[src/rtl/serial_ctl_port.sv]
module serial_ctl_port #(
  parameter int CFG_W       = 8,
  parameter int NDIV_W      = 16,
  parameter int RDIV_W      = 15,
  parameter int LONG_LEN    = 24,
  parameter int SYNC_STAGES = 2
) (
  input  logic              clk,
  input  logic              rst_n,
  input  logic              sclk,
  input  logic              sen_n,
  input  logic              sdi,
  output logic              sdo,
  output logic              sdo_oe,
  output logic [CFG_W-1:0]  cfg_o,
  output logic [NDIV_W-1:0] ndiv_o,
  output logic [RDIV_W-1:0] rdiv_o,
  output logic              jam_o
);

  localparam int SR_W  = LONG_LEN;
  localparam int CNT_W = $clog2(LONG_LEN + 8);
  localparam logic [CNT_W-1:0] CNT_MAX   = {CNT_W{1'b1}};
  localparam logic [CNT_W-1:0] LEN_CFG   = CNT_W'(CFG_W);
  localparam logic [CNT_W-1:0] LEN_NDIV  = CNT_W'(NDIV_W);
  localparam logic [CNT_W-1:0] LEN_RDIV  = CNT_W'(LONG_LEN);

  logic [SYNC_STAGES:0] sclk_q, sen_q, sdi_q;
  logic [SR_W-1:0]      sr;
  logic [CNT_W-1:0]     cnt;

  always_ff @(posedge clk or negedge rst_n) begin
    if (!rst_n) begin
      sclk_q <= '0;
      sen_q  <= '1;
      sdi_q  <= '0;
    end else begin
      sclk_q <= {sclk_q[SYNC_STAGES-1:0], sclk};
      sen_q  <= {sen_q[SYNC_STAGES-1:0], sen_n};
      sdi_q  <= {sdi_q[SYNC_STAGES-1:0], sdi};
    end
  end

  wire enabled   = ~sen_q[SYNC_STAGES-1];
  wire sclk_rise = sclk_q[SYNC_STAGES-1] & ~sclk_q[SYNC_STAGES];
  wire frame_end = sen_q[SYNC_STAGES-1] & ~sen_q[SYNC_STAGES];
  wire data_bit  = sdi_q[SYNC_STAGES-1];

  always_ff @(posedge clk or negedge rst_n) begin
    if (!rst_n) begin
      sr  <= '0;
      cnt <= '0;
    end else if (enabled) begin
      if (sclk_rise) begin
        sr <= {sr[SR_W-2:0], data_bit};
        if (cnt != CNT_MAX) cnt <= cnt + 1'b1;
      end
    end else begin
      cnt <= '0;
    end
  end

  always_ff @(posedge clk or negedge rst_n) begin
    if (!rst_n) begin
      cfg_o  <= '0;
      ndiv_o <= '0;
      rdiv_o <= '0;
      jam_o  <= 1'b0;
    end else begin
      jam_o <= 1'b0;
      if (frame_end) begin
        if (cnt == LEN_CFG)  cfg_o  <= sr[CFG_W-1:0];
        if (cnt == LEN_NDIV) begin
          ndiv_o <= sr[NDIV_W-1:0];
          jam_o  <= 1'b1;
        end
        if (cnt == LEN_RDIV) rdiv_o <= sr[RDIV_W-1:0];
      end
    end
  end

  assign sdo    = sr[SR_W-1];
  assign sdo_oe = enabled;


  jam_single_chk: assert property (@(posedge clk) disable iff (!rst_n)
    jam_o |=> !jam_o);


  jam_len_chk: assert property (@(posedge clk) disable iff (!rst_n)
    jam_o |-> $past(cnt) == LEN_NDIV);


  ndiv_only_with_jam_chk: assert property (@(posedge clk) disable iff (!rst_n)
    (ndiv_o != $past(ndiv_o)) |-> jam_o);


  cfg_len_chk: assert property (@(posedge clk) disable iff (!rst_n)
    (cfg_o != $past(cfg_o)) |-> $past(cnt) == LEN_CFG);


  rdiv_len_chk: assert property (@(posedge clk) disable iff (!rst_n)
    (rdiv_o != $past(rdiv_o)) |-> $past(cnt) == LEN_RDIV);


  idle_hold_chk: assert property (@(posedge clk) disable iff (!rst_n)
    !sdo_oe |=> $stable(sdo));


  cnt_sat_chk: assert property (@(posedge clk) disable iff (!rst_n)
    (cnt == CNT_MAX && sdo_oe) |=> (cnt == CNT_MAX || !sdo_oe));

endmodule

[config.mk]
export PLATFORM = sky130hd
export DESIGN_NAME = serial_ctl_port
export DESIGN_NICKNAME = d
export VERILOG_FILES = /design/src/rtl/serial_ctl_port.sv
export SDC_FILE = /design/constraint.sdc
export NUM_CORES = 1
export LEC_CHECK = 0
export BUFFER_PORTS_ARGS = -buffer_cell sky130_fd_sc_hd__buf_4
export CORE_MARGIN = 2
export CORE_UTILIZATION = 45
export CTS_CLUSTER_SIZE = 20
export DETAILED_ROUTE_END_ITERATION = 7
export MAX_ROUTING_LAYER = met4
export PLACE_DENSITY = 0.66
export SLEW_MARGIN = 30
export SYNTH_ARGS = -nofsm -noshare
export SYNTH_HDL_FRONTEND = slang
export SYNTH_SLANG_ARGS = --single-unit
[constraint.sdc]
create_clock -name clk -period 2.1 [get_ports clk]
set_input_delay 0.42 -clock clk [delete_from_list [all_inputs] [get_ports clk]]
set_output_delay 0.42 -clock clk [all_outputs]
set_load 0.005 [all_outputs]
==> impl_metrics.toml, run 1 <==
[yosys]
synth_top_cell_by_area = "dfrtp_1"
synth_most_common_cell = "dfrtp_1"
ys_ff_latch = 77
syn_avg_cell_area_um2 = 17.2
synth_top_area_share_pct = 62.2
synthArstFlopShare_pct = 100
synth-main-ff-cell = "dfrtp_1"
netlist_instances = 173
synthTopCellsByArea = "dfrtp_1 (62%), mux2_2 (20%), mux2_4 (5.0%), dfstp_2 (2.6%), ha_1 (1.3%)"
synth_common_cells = "dfrtp_1 (74), mux2_2 (54), mux2_4 (10), nor2_1 (5), inv_1 (4)"
yosysSeqAreaShare_pct = 64.9
synthesis.nets = 181
synth-edff-count = 0
synth_area_mm2 = 0.00298
yosysUniqueCellTypes = 22
synth_warnings = 0

[floorplanning]
initial_core_util_pct = 46.6
core_area_mm2 = 0.00639
die_w_um = 85.3
placementRows = 29
io-pin-count = 47
die_y_um = 85.3
die_area_mm2 = 0.00728

[layout]
multi_input_area_um2 = 968
seq_area_mm2 = 0.00193
layout.nets = 237
final_cell_count_no_fill = 310
final_cell_area_mm2 = 0.00358
drive_gt1_share_pct = 59.2
antennaDiodeCount = 0
final_util_pct = 56.1
area_delta_synth_final_pct = 20.4
n_fill_cell = 525

[clock_tree]
cts_resized = 0
cts_hold_buf = 0
clk_pin_slew_ns = 0.07
root_buffer = "clkbuf_8"
postCtsSetupRepairBufs = 0
cts_sinks = 77
htreeDepth = 3
cts.path.max_buffers = 2
numCtsBuffers = 9
cts_tree = "built"
insertion_delay_ns = 0.35

[global_route]
grt_pass1_vias = 1563
grt_max_degree = 48
track_usage_pct = 15.2
grt_pass1_wl_um = 8110
overflow = 0
antenna_found_initial = 0

[placed_design]
dp_hpwl_um = 3100
place_area_mm2 = 0.00339
dp.cells = 295
pre_cts_slack_ns = 0.283
portBuffers = 46
routabilityCongestion = 0.760

[sta]
maxSlewHeadroom_pct = 61.2
rsz0062_at_grt = "no"
tightest_slew_ns = 0.582
tns_ns = 0
period_share_pct = 86.8
setup_viol = 0
fin_ws_ns = 0.276
period_needed_ns = 1.82
slew_viol_final = 0
skew_ns = 0.00672
clock.fmax_mhz = 548
hold_viol = 0

[power]
swShare_pct = 23.2
combPwrFrac_pct = 5.0
p_leak_nw = 1.90
p_switching_uw = 673
intPower_mw = 2.23
power_frac_seq_pct = 57.6
ir_drop_v = 0.000539
p_per_area_mw_per_mm2 = 809
power.share.clock_pct = 37.4

[critical_path]
worstReg2RegStart = "sen_q[1]"
cp_num_buf_inv = 0
cp_slowest_cell = "dfstp_2"
endpoint_kind = "register"
r2r_cells = 3
max_stage_delay_ns = 0.65
reg2reg_to = "rdiv_o[14]"
crit_arrival_ns = 2.06
worstSetupPathType = "register to register"
cpLargestDelayFamily = "simple AND/OR/NAND/NOR gates"
r2r_setup_slack_ns = 0.28
path_cells = "and4bb_4 -> and3_4 -> mux2_2"
startpoint_type = "register"
path_max_fanout = 15
cp.required_ns = 2.33

[worst_hold_path]
worstHoldPathType = "input port to asynchronous set/reset pin"

[route]
vias_per_cell = 5.02
num_vias = 1555
drt-total-wl_um = 4800
wire_per_inst_um = 15.5
drtPass1Iterations = 4
dr.first_iter.drc_count = 67
detail-route-antenna-nets = 0
drc_errors = 0

[outcome]
status = "completed"

[run]
maxCapViolations = 0
## power by group through the flow
| stage | Clock, mW | Combinational, mW | Sequential [mW] |
|---|---|---|---|
| finish | 1.08 | 0.145 | 1.67 |
| global route | 1.19 | 0.162 | 1.69 |
| CTS | 1.12 | 0.149 | 1.67 |
| detailed placement | 0 | 0.148 | 1.70 |
| global placement | 0 | 0.145 | 1.70 |
| floorplan | 0 | 0.101 | 1.66 |
## routing by layer
metal	vias to the layer above	share of wire (%)	track usage [%]	routed length, um
met5	-	0	-	0
met1	783	47	19.9	2230
met3	10	5.5	3.89	262
met4	0	2.3	8.66	112
met2	39	46	21.6	2190
li1	723	-	-	-
## cells by family after synthesis
group / synth area share, %
flops: 64.9
xor+xnor: 0.589
fa+ha+maj: 1.26
mux: 26.1
buf+inv: 2.82
simple gates: 4.33
## cell type report
type | instances | area share [%]
Clock buffer | 11 | 3.95
Inverter | 4 | 0.419
Multi-Input combinational cell | 86 | 27.0
Timing Repair Buffer | 51 | 10.7
Clock inverter | 4 | 1.36
Sequential cell | 77 | 53.9
Tap cell | 77 | 2.69
## how the worst max path moves through the flow
stage	startpoint	to	cells past startpoint
2_1_floorplan	cnt[0]	cnt[3]	6
3_3_place_gp	sen_q[1]	rdiv_o[0]	3
3_5_place_dp	sen_q[1]	rdiv_o[2]	3
4_1_cts	sen_q[1]	rdiv_o[2]	3
5_1_grt	cnt[0]	cnt[1]	7
6_report	sen_q[1]	rdiv_o[14]	3
## state kept, by name, summed over array words and instances (netlist names)
name	flops
rdiv_o	15
cnt	5
sclk_q	3
ndiv_o	16
cfg_o	8
sdi_q	2
sen_q	3
sr	24
jam_o	1
## cells in the final DEF, fill, tap and decap left out, types with 2 or more instances in the layout
cell	count
xnor2_1	2
buf_4	51
dfrtp_1	74
clkbuf_8	10
dfstp_2	3
inv_1	4
clkinv_2	2
mux2_4	10
nor2_1	5
ha_1	3
mux2_2	54
mux2i_1	2
## worst register-to-register path, cell delays in order, from the launching register on
cell      delay [ns]
dfstp_2         0.65
and4bb_4        0.30
and3_4          0.38
mux2_2          0.38
## through the flow
stage | hold WS [ns] | total power [mW]
final | 0.0743 | 2.90
after global routing | 0.118 | 3.04
after CTS | 0.0858 | 2.95
after detailed placement | 0.336 | 1.85
after global placement | 0.332 | 1.85
after floorplan | 0.124 | 1.76
No activity file was read; power rests on OpenSTA's default activity.
==> run 2: changes to the inputs <==
--- a/config.mk
+++ b/config.mk
@@ -6,7 +6,7 @@
 export NUM_CORES = 1
 export LEC_CHECK = 0
 export BUFFER_PORTS_ARGS = -buffer_cell sky130_fd_sc_hd__buf_4
-export CORE_MARGIN = 2
+export CORE_MARGIN = 1.5
 export CORE_UTILIZATION = 45
 export CTS_CLUSTER_SIZE = 20
 export DETAILED_ROUTE_END_ITERATION = 7
==> impl_metrics.toml, run 2 (synthesis gave the netlist of run 1 again) <==
[floorplanning]
die_area_mm2 = 0.00711
die_w_um = 84.3
placementRows = 29
initial_core_util_pct = 46.6
die_y_um = 84.3
io-pin-count = 47
core_area_mm2 = 0.00639

[layout]
top_regs = "sr x24, ndiv_o x16, rdiv_o x15"
final_common_cell = "dfrtp_1"
antennaDiodeCount = 0
layout.nets = 237
multi_input_area_um2 = 968
drive_gt1_share_pct = 59.4
most-common-layout-cells = "dfrtp_1 (74), mux2_2 (54), buf_4 (51)"
largest_reg_flops = 24
regMostFlops = "sr"
area_delta_synth_final_pct = 20.8
final_cell_area_mm2 = 0.00359
seq_area_mm2 = 0.00193
n_fill_cell = 519

[critical_path]
worstReg2RegStart = "cnt[0]"
max_stage_delay_ns = 0.42
cp.required_ns = 2.32
worstSetupPathDepth = 7
r2r_setup_slack_ns = 0.26
cp_num_buf_inv = 1
reg2reg_to = "cnt[1]"
path_max_fanout = 4
crit_arrival_ns = 2.06
path_cells = "ha_1 -> and3_1 -> ha_1 -> nor3b_1 -> buf_4 -> mux2i_1 -> nor2_1"
r2r_cells = 7
endpoint_kind = "register"
startpoint = "cnt[0]"
worst_path_most_repeated_cell = "ha_1"
worstSetupPathType = "register to register"
cpLargestDelayFamily = "simple AND/OR/NAND/NOR gates"
startpoint_type = "register"
cp_slowest_cell = "dfrtp_1"

[sta]
tightest_slew_ns = 0.610
period_needed_ns = 1.84
hold_viol = 0
slew_viol_final = 0
holdWs_ns = 0.0920
rsz0062_at_grt = "no"
maxSlewHeadroom_pct = 59.3
tns_ns = 0
setup_viol = 0
skew_ns = 0.00799
period_share_pct = 87.8
clock.fmax_mhz = 542

[clock_tree]
postCtsSetupRepairBufs = 0
cts_resized = 0
htreeDepth = 3
cts_hold_buf = 0
numCtsBuffers = 9
cts.path.max_buffers = 2
root_buffer = "clkbuf_8"
cts_tree = "built"
insertion_delay_ns = 0.33
clk_pin_slew_ns = 0.08
cts_sinks = 77

[global_route]
antenna_found_initial = 0
track_usage_pct = 15.3
overflow = 0
grt_pass1_vias = 1597
grt_max_degree = 51
grt_pass1_wl_um = 8170

[power]
p_leak_nw = 1.90
p_switching_uw = 693
ir_drop_v = 0.000479
intPower_mw = 2.24
power_frac_seq_pct = 57.1
swShare_pct = 23.6
finalPower_mw = 2.93
power.share.clock_pct = 37.9
p_per_area_mw_per_mm2 = 816
combPwrFrac_pct = 5.0

[route]
drc_errors = 0
dr.first_iter.drc_count = 67
vias_per_cell = 4.99
drtPass1Iterations = 3
drt-total-wl_um = 4790
num_vias = 1552
wire_per_inst_um = 15.4
detail-route-antenna-nets = 0

[outcome]
status = "completed"

[placed_design]
routabilityCongestion = 0.720
place_area_mm2 = 0.00339
dp_hpwl_um = 3170
portBuffers = 46

[run]
maxCapViolations = 0

[worst_hold_path]
worstHoldPathType = "input port to asynchronous set/reset pin"
-- run 2: cell types whose count changed in the layout (fill, tap and decap cells not counted), sizes merged --
cell      change
clkinvlp      +1
clkinv        -1
inv           +1
-- run 2: metrics by stage --
stage	util [%]	std cells	setup slack [ns]
after floorplan	-	173	0.160
after global placement	53.1	295	0.315
after detailed placement	53.1	295	0.281
after CTS	56.3	311	0.259
after global routing	56.3	311	0.128
final	56.3	311	0.256
-- run 2: area by class of cell --
type / instances / share of cell area, %
sequential: 77 / 53.7
multi-input combinational: 86 / 26.9
timing repair buffer: 51 / 10.7
clock buffer: 11 / 3.93
tap: 77 / 2.68
clock inverter: 5 / 1.67
inverter: 4 / 0.418
-- run 2: power by group through the flow --
stage	registers (mW)	clock network [mW]	logic (mW)
final	1.67	1.11	0.146
after global routing	1.69	1.22	0.163
after CTS	1.68	1.15	0.151
after detailed placement	1.71	0	0.150
after global placement	1.70	0	0.145
after floorplan	1.66	0	0.101
-- run 2: how the worst max path moves through the flow --
stage,end
after detailed placement,rdiv_o[14]
after CTS,cnt[1]
after global routing,cnt[1]
after floorplan,cnt[3]
final,cnt[1]
after global placement,rdiv_o[0]
-- run 2: per-layer routing --
metal / vias up / routed length [um] / global-route usage (%) / part of all wire (%)
met1: 790 / 2320 / 21.1 / 48
met4: 0 / 77 / 6.60 / 1.6
met5: - / 0 / - / 0
li1: 715 / - / - / -
met2: 38 / 2190 / 22.2 / 46
met3: 9 / 196 / 3.05 / 4.1
